--- src/rtl/zvs_tune_pkg.sv ---
// Package: shared types for the soft-switching frequency regulator.
// Assumes: nothing beyond IEEE 1800-2017.
package zvs_tune_pkg;

    // Outcome of one end-of-cycle evaluation.
    typedef enum logic [1:0] {
        DEC_HOLD   = 2'd0,
        DEC_FASTER = 2'd1,
        DEC_SLOWER = 2'd2
    } dec_e;

    // One captured rail flag together with its capture-valid bit.
    typedef struct packed {
        logic seen;
        logic ok;
    } rail_smp_t;

endpackage

--- src/rtl/zvs_pwm_core.sv ---
// Module: zvs_pwm_core
// Counter-based half-bridge PWM generator with a fixed 50 % duty cycle
// and complementary gates separated by dead time. The period is
// code * TICKS_PER_CODE clocks. The module flags the clock edge at which
// each gate turns on and the last tick of each cycle.
// Assumes: half period > DEAD_TICKS and half + DEAD_TICKS < period - 1,
// and the code changes only on the edge that ends a cycle.
module zvs_pwm_core #(
    parameter int CODE_W         = 7,
    parameter int CNT_W          = 11,
    parameter int TICKS_PER_CODE = 20,
    parameter int DEAD_TICKS     = 5
) (
    input  logic              clk,
    input  logic              rst_n,
    input  logic [CODE_W-1:0] code,
    output logic              gate_hs,
    output logic              gate_ls,
    output logic              hs_on_evt,
    output logic              ls_on_evt,
    output logic              cycle_end
);

    localparam int IDLE_W = $clog2(DEAD_TICKS + 2) + 1;

    logic [CNT_W-1:0] cnt;
    logic [CNT_W-1:0] period;
    logic [CNT_W-1:0] half;
    logic [CNT_W-1:0] dead;
    logic             hs_d;
    logic             ls_d;
    logic [IDLE_W-1:0] idle_cnt;

    // Derive period, midpoint, gate windows and turn-on events from the count.
    always_comb begin
        period    = CNT_W'(code) * CNT_W'(TICKS_PER_CODE);
        half      = period >> 1;
        dead      = CNT_W'(DEAD_TICKS);
        cycle_end = (cnt == (period - CNT_W'(1)));
        hs_d      = (cnt >= dead) && (cnt < half);
        ls_d      = (cnt >= (half + dead));
        hs_on_evt = hs_d && !gate_hs;
        ls_on_evt = ls_d && !gate_ls;
    end

    // Tick counter that wraps at the end of each switching cycle.
    always_ff @(posedge clk) begin
        if (!rst_n) begin
            cnt <= '0;
        end else if (cycle_end) begin
            cnt <= '0;
        end else begin
            cnt <= cnt + CNT_W'(1);
        end
    end

    // Registered gate commands, so the outputs are free of glitches.
    always_ff @(posedge clk) begin
        if (!rst_n) begin
            gate_hs <= 1'b0;
            gate_ls <= 1'b0;
        end else begin
            gate_hs <= hs_d;
            gate_ls <= ls_d;
        end
    end

    // Count of consecutive clocks with both gates low (assertion support).
    always_ff @(posedge clk) begin
        if (!rst_n) begin
            idle_cnt <= '0;
        end else if (!gate_hs && !gate_ls) begin
            if (idle_cnt <= IDLE_W'(DEAD_TICKS)) begin
                idle_cnt <= idle_cnt + IDLE_W'(1);
            end
        end else begin
            idle_cnt <= '0;
        end
    end

    AST_GATES_EXCL: assert property (@(posedge clk) disable iff (!rst_n) !(gate_hs && gate_ls));
    AST_DEAD_HS: assert property (@(posedge clk) disable iff (!rst_n) $rose(gate_hs) |-> (idle_cnt >= IDLE_W'(DEAD_TICKS)));
    AST_DEAD_LS: assert property (@(posedge clk) disable iff (!rst_n) $rose(gate_ls) |-> (idle_cnt >= IDLE_W'(DEAD_TICKS)));

endmodule

--- src/rtl/zvs_rail_sampler.sv ---
// Module: zvs_rail_sampler
// Captures each rail-reached flag on the edge where its gate turns on,
// and holds it with a valid bit until the cycle ends.
// Assumes: the turn-on events never coincide with the cycle-end tick.
module zvs_rail_sampler
    import zvs_tune_pkg::*;
(
    input  logic      clk,
    input  logic      rst_n,
    input  logic      hs_on_evt,
    input  logic      ls_on_evt,
    input  logic      cycle_end,
    input  logic      rail_hi_ok,
    input  logic      rail_lo_ok,
    output rail_smp_t hi_smp,
    output rail_smp_t lo_smp
);

    // Upper-rail capture at high-side turn-on; valid cleared at cycle end.
    always_ff @(posedge clk) begin
        if (!rst_n) begin
            hi_smp <= '0;
        end else if (hs_on_evt) begin
            hi_smp.seen <= 1'b1;
            hi_smp.ok   <= rail_hi_ok;
        end else if (cycle_end) begin
            hi_smp.seen <= 1'b0;
        end
    end

    // Lower-rail capture at low-side turn-on; valid cleared at cycle end.
    always_ff @(posedge clk) begin
        if (!rst_n) begin
            lo_smp <= '0;
        end else if (ls_on_evt) begin
            lo_smp.seen <= 1'b1;
            lo_smp.ok   <= rail_lo_ok;
        end else if (cycle_end) begin
            lo_smp.seen <= 1'b0;
        end
    end

    AST_HI_HOLD: assert property (@(posedge clk) disable iff (!rst_n) !hs_on_evt |=> $stable(hi_smp.ok));
    AST_LO_HOLD: assert property (@(posedge clk) disable iff (!rst_n) !ls_on_evt |=> $stable(lo_smp.ok));

endmodule

--- src/rtl/zvs_tune_ctrl.sv ---
// Module: zvs_tune_ctrl
// Bang-bang tune register. At each cycle end it lowers the code by one
// when both captured flags are good and raises it by one otherwise,
// clamped to [CODE_MIN, CODE_MAX]. The first cycle after reset only
// primes the controller. A transition with no capture counts as late.
// Assumes: cycle_end is high for one clock per switching cycle.
module zvs_tune_ctrl
    import zvs_tune_pkg::*;
#(
    parameter int CODE_W   = 7,
    parameter int CODE_MIN = 36,
    parameter int CODE_MAX = 90
) (
    input  logic              clk,
    input  logic              rst_n,
    input  logic              cycle_end,
    input  rail_smp_t         hi_smp,
    input  rail_smp_t         lo_smp,
    output logic [CODE_W-1:0] code,
    output logic              step_up,
    output logic              step_dn
);

    logic primed;
    dec_e decision;
    logic [CODE_W-1:0] code_faster;
    logic [CODE_W-1:0] code_slower;

    // Pick the decision and the clamped neighbour codes.
    always_comb begin
        if (!cycle_end || !primed) begin
            decision = DEC_HOLD;
        end else if (hi_smp.seen && hi_smp.ok && lo_smp.seen && lo_smp.ok) begin
            decision = DEC_FASTER;
        end else begin
            decision = DEC_SLOWER;
        end
        code_faster = (code > CODE_W'(CODE_MIN)) ? code - CODE_W'(1) : code;
        code_slower = (code < CODE_W'(CODE_MAX)) ? code + CODE_W'(1) : code;
    end

    // Tune register, priming flag and one-clock decision strobes.
    always_ff @(posedge clk) begin
        if (!rst_n) begin
            code    <= CODE_W'(CODE_MAX);
            primed  <= 1'b0;
            step_up <= 1'b0;
            step_dn <= 1'b0;
        end else begin
            step_up <= (decision == DEC_FASTER);
            step_dn <= (decision == DEC_SLOWER);
            if (cycle_end) begin
                primed <= 1'b1;
            end
            case (decision)
                DEC_FASTER: code <= code_faster;
                DEC_SLOWER: code <= code_slower;
                default:    code <= code;
            endcase
        end
    end

    AST_CODE_RANGE: assert property (@(posedge clk) disable iff (!rst_n) (code >= CODE_W'(CODE_MIN)) && (code <= CODE_W'(CODE_MAX)));
    AST_STROBE_EXCL: assert property (@(posedge clk) disable iff (!rst_n) !(step_up && step_dn));
    AST_STROBE_AT_END: assert property (@(posedge clk) disable iff (!rst_n) (step_up || step_dn) |-> $past(cycle_end));
    AST_CODE_ONLY_ON_STEP: assert property (@(posedge clk) disable iff (!rst_n) (code != $past(code)) |-> (step_up || step_dn));
    AST_UP_LOWERS: assert property (@(posedge clk) disable iff (!rst_n) step_up |-> ((code == $past(code) - CODE_W'(1)) || (code == CODE_W'(CODE_MIN))));
    AST_DN_RAISES: assert property (@(posedge clk) disable iff (!rst_n) step_dn |-> ((code == $past(code) + CODE_W'(1)) || (code == CODE_W'(CODE_MAX))));

endmodule

--- src/rtl/zvs_freq_tuner.sv ---
// Module: zvs_freq_tuner (top)
// Soft-switching frequency regulator: the PWM core, the rail-flag sampler
// and the tune controller, connected in a once-per-cycle loop.
// Assumes: rail flags are synchronous to clk; TICKS_PER_CODE and
// DEAD_TICKS leave each half period longer than the dead time.
module zvs_freq_tuner #(
    parameter int CODE_MIN       = 36,
    parameter int CODE_MAX       = 90,
    parameter int TICKS_PER_CODE = 20,
    parameter int DEAD_TICKS     = 5
) (
    input  logic                          clk,
    input  logic                          rst_n,
    input  logic                          rail_hi_ok,
    input  logic                          rail_lo_ok,
    output logic                          gate_hs,
    output logic                          gate_ls,
    output logic [$clog2(CODE_MAX+1)-1:0] tune_code,
    output logic                          step_up,
    output logic                          step_dn
);

    import zvs_tune_pkg::*;

    localparam int CODE_W = $clog2(CODE_MAX + 1);
    localparam int CNT_W  = $clog2(CODE_MAX * TICKS_PER_CODE + 1);

    logic      hs_on_evt;
    logic      ls_on_evt;
    logic      cycle_end;
    rail_smp_t hi_smp;
    rail_smp_t lo_smp;

    zvs_pwm_core #(
        .CODE_W         (CODE_W),
        .CNT_W          (CNT_W),
        .TICKS_PER_CODE (TICKS_PER_CODE),
        .DEAD_TICKS     (DEAD_TICKS)
    ) u_core (
        .clk       (clk),
        .rst_n     (rst_n),
        .code      (tune_code),
        .gate_hs   (gate_hs),
        .gate_ls   (gate_ls),
        .hs_on_evt (hs_on_evt),
        .ls_on_evt (ls_on_evt),
        .cycle_end (cycle_end)
    );

    zvs_rail_sampler u_sampler (
        .clk        (clk),
        .rst_n      (rst_n),
        .hs_on_evt  (hs_on_evt),
        .ls_on_evt  (ls_on_evt),
        .cycle_end  (cycle_end),
        .rail_hi_ok (rail_hi_ok),
        .rail_lo_ok (rail_lo_ok),
        .hi_smp     (hi_smp),
        .lo_smp     (lo_smp)
    );

    zvs_tune_ctrl #(
        .CODE_W   (CODE_W),
        .CODE_MIN (CODE_MIN),
        .CODE_MAX (CODE_MAX)
    ) u_ctrl (
        .clk       (clk),
        .rst_n     (rst_n),
        .cycle_end (cycle_end),
        .hi_smp    (hi_smp),
        .lo_smp    (lo_smp),
        .code      (tune_code),
        .step_up   (step_up),
        .step_dn   (step_dn)
    );

endmodule

--- config.mk ---
export PLATFORM = sky130hd
export DESIGN_NAME = zvs_freq_tuner
export DESIGN_NICKNAME = d
export VERILOG_FILES = /design/src/rtl/zvs_tune_pkg.sv /design/src/rtl/zvs_pwm_core.sv /design/src/rtl/zvs_rail_sampler.sv /design/src/rtl/zvs_tune_ctrl.sv /design/src/rtl/zvs_freq_tuner.sv
export SDC_FILE = /design/constraint.sdc
export NUM_CORES = 1
export LEC_CHECK = 0
export BUFFER_PORTS_ARGS = -buffer_cell sky130_fd_sc_hd__buf_2
export CORE_MARGIN = 3
export CORE_UTILIZATION = 40
export CTS_BUF_LIST = sky130_fd_sc_hd__clkbuf_8
export DETAILED_ROUTE_END_ITERATION = 6
export GPL_TIMING_DRIVEN = 0
export PLACE_DENSITY = 0.53
export SYNTH_ARGS = -nofsm -noshare
export SYNTH_HDL_FRONTEND = slang
export SYNTH_SLANG_ARGS = --single-unit
export TNS_END_PERCENT = 50
--- constraint.sdc ---
create_clock -name clk -period 7.3 [get_ports clk]
set_input_delay 1.46 -clock clk [delete_from_list [all_inputs] [get_ports clk]]
set_output_delay 1.46 -clock clk [all_outputs]
set_load 0.05 [all_outputs]
Word-level counts from Yosys, hierarchy flattened
Cells that the tools add are included.

word-level totals
  logic and storage cells = 52
  output and inout bits = 11
  register bits after elaboration = 27

operators by class
  $add $sub $neg = 5
  order comparisons = 5
  bitwise operators = 1
  multipliers = 1
  equality and inequality tests = 5
  reductions and logical operators = 16
  mux-type cells = 8

operator list
  operator                                                             count
  two-way mux 7 bit                                                    2
  case mux 7 bit (2 select lines)                                      1
  adder 10 x 3 -> 11 bit (second input constant)                       1
  adder 11 x 1 -> 11 bit (second input constant)                       1
  == test 11 bit                                                       1
  greater-or-equal comparator 11 bit                                   1
  greater-or-equal comparator 11 x 3 -> 1 bit (second input constant)  1
  less-than comparator 11 x 10 -> 1 bit                                1
  subtractor 11 x 1 -> 11 bit (second input constant)                  1
  multiplier 7 x 3 -> 9 bit (second input constant)                    1
  adder 7 x 1 -> 7 bit (second input constant)                         1
  greater-than comparator 7 x 6 -> 1 bit (second input constant)       1
  less-than comparator 7 bit (second input constant)                   1
  subtractor 7 x 1 -> 7 bit (second input constant)                    1
  logical AND 1 bit                                                    6
  nonzero test 2 bit                                                   3
  logical NOT 1 bit                                                    4
  two-way mux 2 bit                                                    2
  != test 2 x 1 -> 1 bit (second input constant)                       2
  two-way mux 1 bit                                                    3
  AND reduction 3 bit                                                  1
  == test 2 x 1 -> 1 bit (second input constant)                       1
  == test 2 bit (second input constant)                                1
  OR reduction 2 bit                                                   1
  2 further kinds                                                      2

Logic depth before layout (Yosys ltp)
  depth after elaboration = 9
  depth in mapped cells = 18

Cells and area by module
A second synthesis with hierarchy kept.

unflattened totals
  cells, all modules = 271
  area, all modules = 2,462.4 um^2

by module, submodules not included
  module            cells each  times used  area an instance (um^2)  seq. area each (um^2)
  zvs_pwm_core      180         1           1,594.0                  260.2
  zvs_tune_ctrl     79          1           728.2                    200.2
  zvs_rail_sampler  12          1           140.1                    80.1

Worst setup path after synthesis
Ideal clock, no wire load.

  path kind = flip-flop to flip-flop
  start point = register u_ctrl.code[1]
  end point = register u_ctrl.code[6]
  buffers on the path = 0
  period minus slack after synthesis = 5.411 ns
  data required time = 7.177 ns
  path slack = 1.889 ns
  arrival = 5.288 ns
  stages on the path, launching flop included = 19
  cell sequence = dfxtp_1 > ha_1 > ha_1 > fa_1 > or4b_1 > xor2_1 > xnor2_1 > a2111oi_2 > o211ai_4 > nor2_1 > nand3_1 > fa_1 > a21o_1 > a21oi_1 > o21bai_1 > a21oi_1 > xnor2_1 > nor4_2 > mux2_1

between the ends
  longest elaborated chain between the ends = 9
  elaborated cells on any way between the ends = 19
  classes of those cells = add/sub: 3; mul: 1; order compare: 2; eq/ne: 5; mux: 4; reduce/logical: 4

RTL lines
  item                                                                           line                 source
  from (decl)                                                                    zvs_tune_ctrl.sv:19  output logic [CODE_W-1:0] code,
  from (signal assigned)                                                         zvs_tune_ctrl.sv:45  code <= CODE_W'(CODE_MAX);
  from (signal assigned)                                                         zvs_tune_ctrl.sv:56  DEC_FASTER: code <= code_faster;
  from (signal assigned)                                                         zvs_tune_ctrl.sv:57  DEC_SLOWER: code <= code_slower;
  multiplier 7 x 3 -> 9 bit                                                      zvs_pwm_core.sv:36   period = CNT_W'(code) * CNT_W'(TICKS_PER_CODE);
  subtractor 11 x 1 -> 11 bit                                                    zvs_pwm_core.sv:39   cycle_end = (cnt == (period - CNT_W'(1)));
  == test 11 bit                                                                 zvs_pwm_core.sv:39
  logical NOT 1 bit                                                              zvs_tune_ctrl.sv:31  if (!cycle_end || !primed) begin
  logical OR 1 bit                                                               zvs_tune_ctrl.sv:31
  two-way mux 2 bit                                                              zvs_tune_ctrl.sv:31
  == test 2 x 1 -> 1 bit or == test 2 bit (tied branches)                        zvs_tune_ctrl.sv:55  case (decision)
  != test 2 x 1 -> 1 bit (no source line) or nonzero test 2 bit (tied branches)  --
  AND reduction 3 bit (no source line)                                           --

Several ways; a longest one is shown, not always the timed one. The select of a mux whose other input is x is not followed.
A chain may end at the register's enable or synchronous reset.

Final worst setup path
Same ends and word-level chain as after synthesis.

==> flow_summary.json <==
{
  "placement.io_buffers": 13,
  "drt_first_iter_violations": 107,
  "yosys_most_used_dff": "sky130_fd_sc_hd__dfxtp_1",
  "postSynth.asyncResetShare_pct": 0,
  "die_height_um": 84.4,
  "seq_area_frac_synth_pct": 22.0,
  "floorplan.initialDensity_pct": 43.0,
  "crit_path_cell_trace": "ha_1 -> ha_1 -> fa_1 -> or4b_1 -> xor2_1 -> xnor2_1 -> a2111oi_2 -> o211ai_4 -> nor2_1 -> nand3_1 -> fa_1 -> a21o_1 -> a21oi_1 -> o21bai_1 -> a21oi_1 -> xnor2_1 -> nor4_2 -> mux2_1",
  "drt_pre_antenna_iters": 4,
  "wire_length_of_the_first_global_routing_pass_mm": 9.54,
  "core_mm2": 0.00571,
  "crit_slowest_cell": "sky130_fd_sc_hd__dfxtp_1",
  "worst_slew_pin_slew_ns": 0.936,
  "final_nets": 352,
  "cts_post_setup_buffers_inserted": 0,
  "die-area_mm2": 0.00712,
  "stdcell_count": 378,
  "antenna_cells": 0,
  "syn_to_final_growth_pct": 8.20,
  "arrival_ns": 5.88,
  "layout_worst_path_cycle_share_pct": 78.0,
  "clkSlewWorstSetupHoldPaths_ns": 0.11,
  "dp.final_hpwl_mm": 4.29,
  "grt_start_max_net_pins": 16,
  "maxClockFrequency_ghz": 0.176,
  "gp_congestion": 0.818,
  "ys_types": 56,
  "tritoncts_num_sinks": 27,
  "grt_usage_pct": 16.4,
  "dieWidth_um": 84.4,
  "h-tree-depth": 1,
  "numCtsBuffers": 3,
  "viasPerCell": 5.44,
  "fin_ws_ns": 1.60,
  "power_per_cell_area_mw_per_mm2": 96.9,
  "globalRouteOverflowTotal": 0,
  "slew_viol_final": 0,
  "synthesis.nets": 334,
  "rsz0062_at_grt": "false",
  "crit_fanout": 11,
  "start_kind": "flop",
  "core.rowCount": 27,
  "cts-resized-gates": 0,
  "result_of_the_run": "finished, final reports clean",
  "holdCritPathClass": "reg -> reg",
  "max-clock-path-buffers": 2,
  "final_period_minus_worst_setup_slack_ns": 5.70,
  "clk_latency_ns": 0.28,
  "irDropWorstVdd_mv": 0.0802,
  "detailroute.via_count": 2058,
  "final.fill_count": 585,
  "design_area_mm2": 0.00266,
  "cts_root_buffer": "sky130_fd_sc_hd__clkbuf_8",
  "remaining_drc_errors": 0,
  "grt_pass1_vias": 1969,
  "totalNegativeSetupSlack_ns": 0,
  "post_drt_wl_per_cell_um": 14.6,
  "netlist_area_mm2": 0.00246,
  "synth_edf_count": 0,
  "cts_hold_buf": 0,
  "slew_headroom_pct": 36.6,
  "drive_above_1_share_pct": 10.1,
  "synth_area_per_cell_um2": 8.50,
  "timing_worst_setup_path_type": "reg -> reg",
  "grt_antenna_before_repair": 0,
  "report.final.setup_viol": 0,
  "p_leak_nw": 1.13,
  "post-place-ws_ns": 1.57,
  "finClkSkew_ns": 0.00987,
  "final.hold.worst_slack_ns": 0.478,
  "cts_tree": "done",
  "crit_path_max_incr_delay_ns": 0.64,
  "synth_warn": 0,
  "ant_nets": 0,
  "cp.required_ns": 7.48,
  "placed_cells": 374,
  "synth.ff_latch_count": 27,
  "floorplan.io_pins": 15,
  "route.final.wire_length_mm": 5.51,
  "max_cap_viol_count": 0,
  "hold_viol_final": 0,
  "post_dp_cell_area_mm2": 0.00261,
  "critical_path.endpoint_type": "flop",
  "post_synth_inst_count": 289
}
critical path, delay by kind of cell, from the launching register on:
kind            cells  cell delay (ns)
compound gates      6             1.44
fa+ha+maj           4             1.57
simple gates        4             1.19
mux                 1             0.34
flops               1             0.64
xor+xnor            3             0.43
cell usage after synthesis, types with 4 or more instances:
cell type / count / share of area [%]
sky130_fd_sc_hd__a21o_1: 5 / 1.5
sky130_fd_sc_hd__a21oi_1: 16 / 3.3
sky130_fd_sc_hd__a31oi_1: 5 / 1.3
sky130_fd_sc_hd__and3_1: 6 / 1.5
sky130_fd_sc_hd__clkbuf_1: 4 / 0.61
sky130_fd_sc_hd__dfxtp_1: 27 / 22
sky130_fd_sc_hd__ha_1: 39 / 20
sky130_fd_sc_hd__inv_1: 18 / 2.7
sky130_fd_sc_hd__nand2_1: 12 / 1.8
sky130_fd_sc_hd__nand3_1: 17 / 3.5
sky130_fd_sc_hd__nand4_1: 4 / 1.0
sky130_fd_sc_hd__nor2_1: 26 / 4.0
sky130_fd_sc_hd__nor3_1: 7 / 1.4
sky130_fd_sc_hd__o211ai_1: 4 / 1.2
sky130_fd_sc_hd__o21a_1: 6 / 1.8
sky130_fd_sc_hd__o21ai_0: 9 / 1.8
sky130_fd_sc_hd__xnor2_1: 20 / 7.1
sky130_fd_sc_hd__xor2_1: 11 / 3.9
placed cells by master, fill, tap and decap left out, drive strengths merged, types with 2 or more instances in the layout:
master,count
o211a,2
and3,6
buf,15
nand3,17
clkbuf,7
nand2,12
or4b,2
ha,39
o211ai,5
nand4,4
clkinv,2
nand2b,3
xor2,11
nor4,4
nor2b,2
fa,2
nor2,26
a31oi,5
xnor2,21
a211oi,4
o21bai,3
a21oi,16
o31ai,3
o21ai,12
o21a,7
dfxtp,27
or2,2
a21o,5
inv,18
nor3,8
flip-flops by register name (all words and copies together), names as in the netlist:
| register | count |
|---|---|
| u_ctrl.primed | 1 |
| u_ctrl.step_dn | 1 |
| u_core.gate_ls | 1 |
| u_ctrl.step_up | 1 |
| u_core.gate_hs | 1 |
| u_ctrl.code | 7 |
| u_core.cnt | 11 |
| u_sampler.hi_smp | 2 |
| u_sampler.lo_smp | 2 |
power by group:
group	switching, mW	internal, mW	leakage [nW]
Clock	0.0531	0.0384	0.0255
Sequential	0.00235	0.149	0.218
Combinational	0.00907	0.00545	0.890
Total	0.0645	0.193	1.13
routing by layer:
metal / vias to the layer above / GRT usage (%) / share of wire, %
met5: - / 0 / 0
met4: 0 / 2.88 / 0.49
met3: 2 / 2.06 / 2.7
met2: 21 / 25.9 / 45
met1: 954 / 24.0 / 52
li1: 1081 / - / -
layout make-up:
type                       count  area [µm²]  area share (%)
sequential                    27         541            20.3
tap                           72        90.1            3.39
clock buffer                   3        41.3            1.55
clock inverter                 1        5.00           0.188
inverter                      19        71.3            2.68
timing repair buffer          13        65.1            2.45
multi-input combinational    237        1810            68.2
buffer                         6        31.3            1.18
worst paths after layout:
path,start,to,slack (ns),depth (start not counted)
setup / recovery,u_ctrl.code[1],u_ctrl.code[6],1.60,18
hold / removal,u_sampler.lo_smp[0],u_sampler.lo_smp[0],0.48,2
setup reg to reg,u_ctrl.code[1],u_ctrl.code[6],1.60,18
hold reg to reg,u_sampler.lo_smp[0],u_sampler.lo_smp[0],0.48,2
metrics by stage:
stage | utilization, % | power, mW
5_1_grt | 46.6 | 0.271
2_1_floorplan | - | 0.165
6_report | 46.6 | 0.258
3_5_place_dp | 45.8 | 0.170
4_1_cts | 46.6 | 0.261
3_3_place_gp | 45.8 | 0.169
cell families after synthesis:
kind of cell               after synthesis  share of synthesized area [%]
adders and majority gates               41                           21.5
muxes                                    2                          0.866
and+or+nand+nor                         90                           19.0
xor gates and xnor gates                32                           11.7
DFF                                     27                           22.0
AOI/OAI and AO/OA                       72                           20.8
buffers and inverters                   25                           4.17
(Power assumes the default switching activity.)
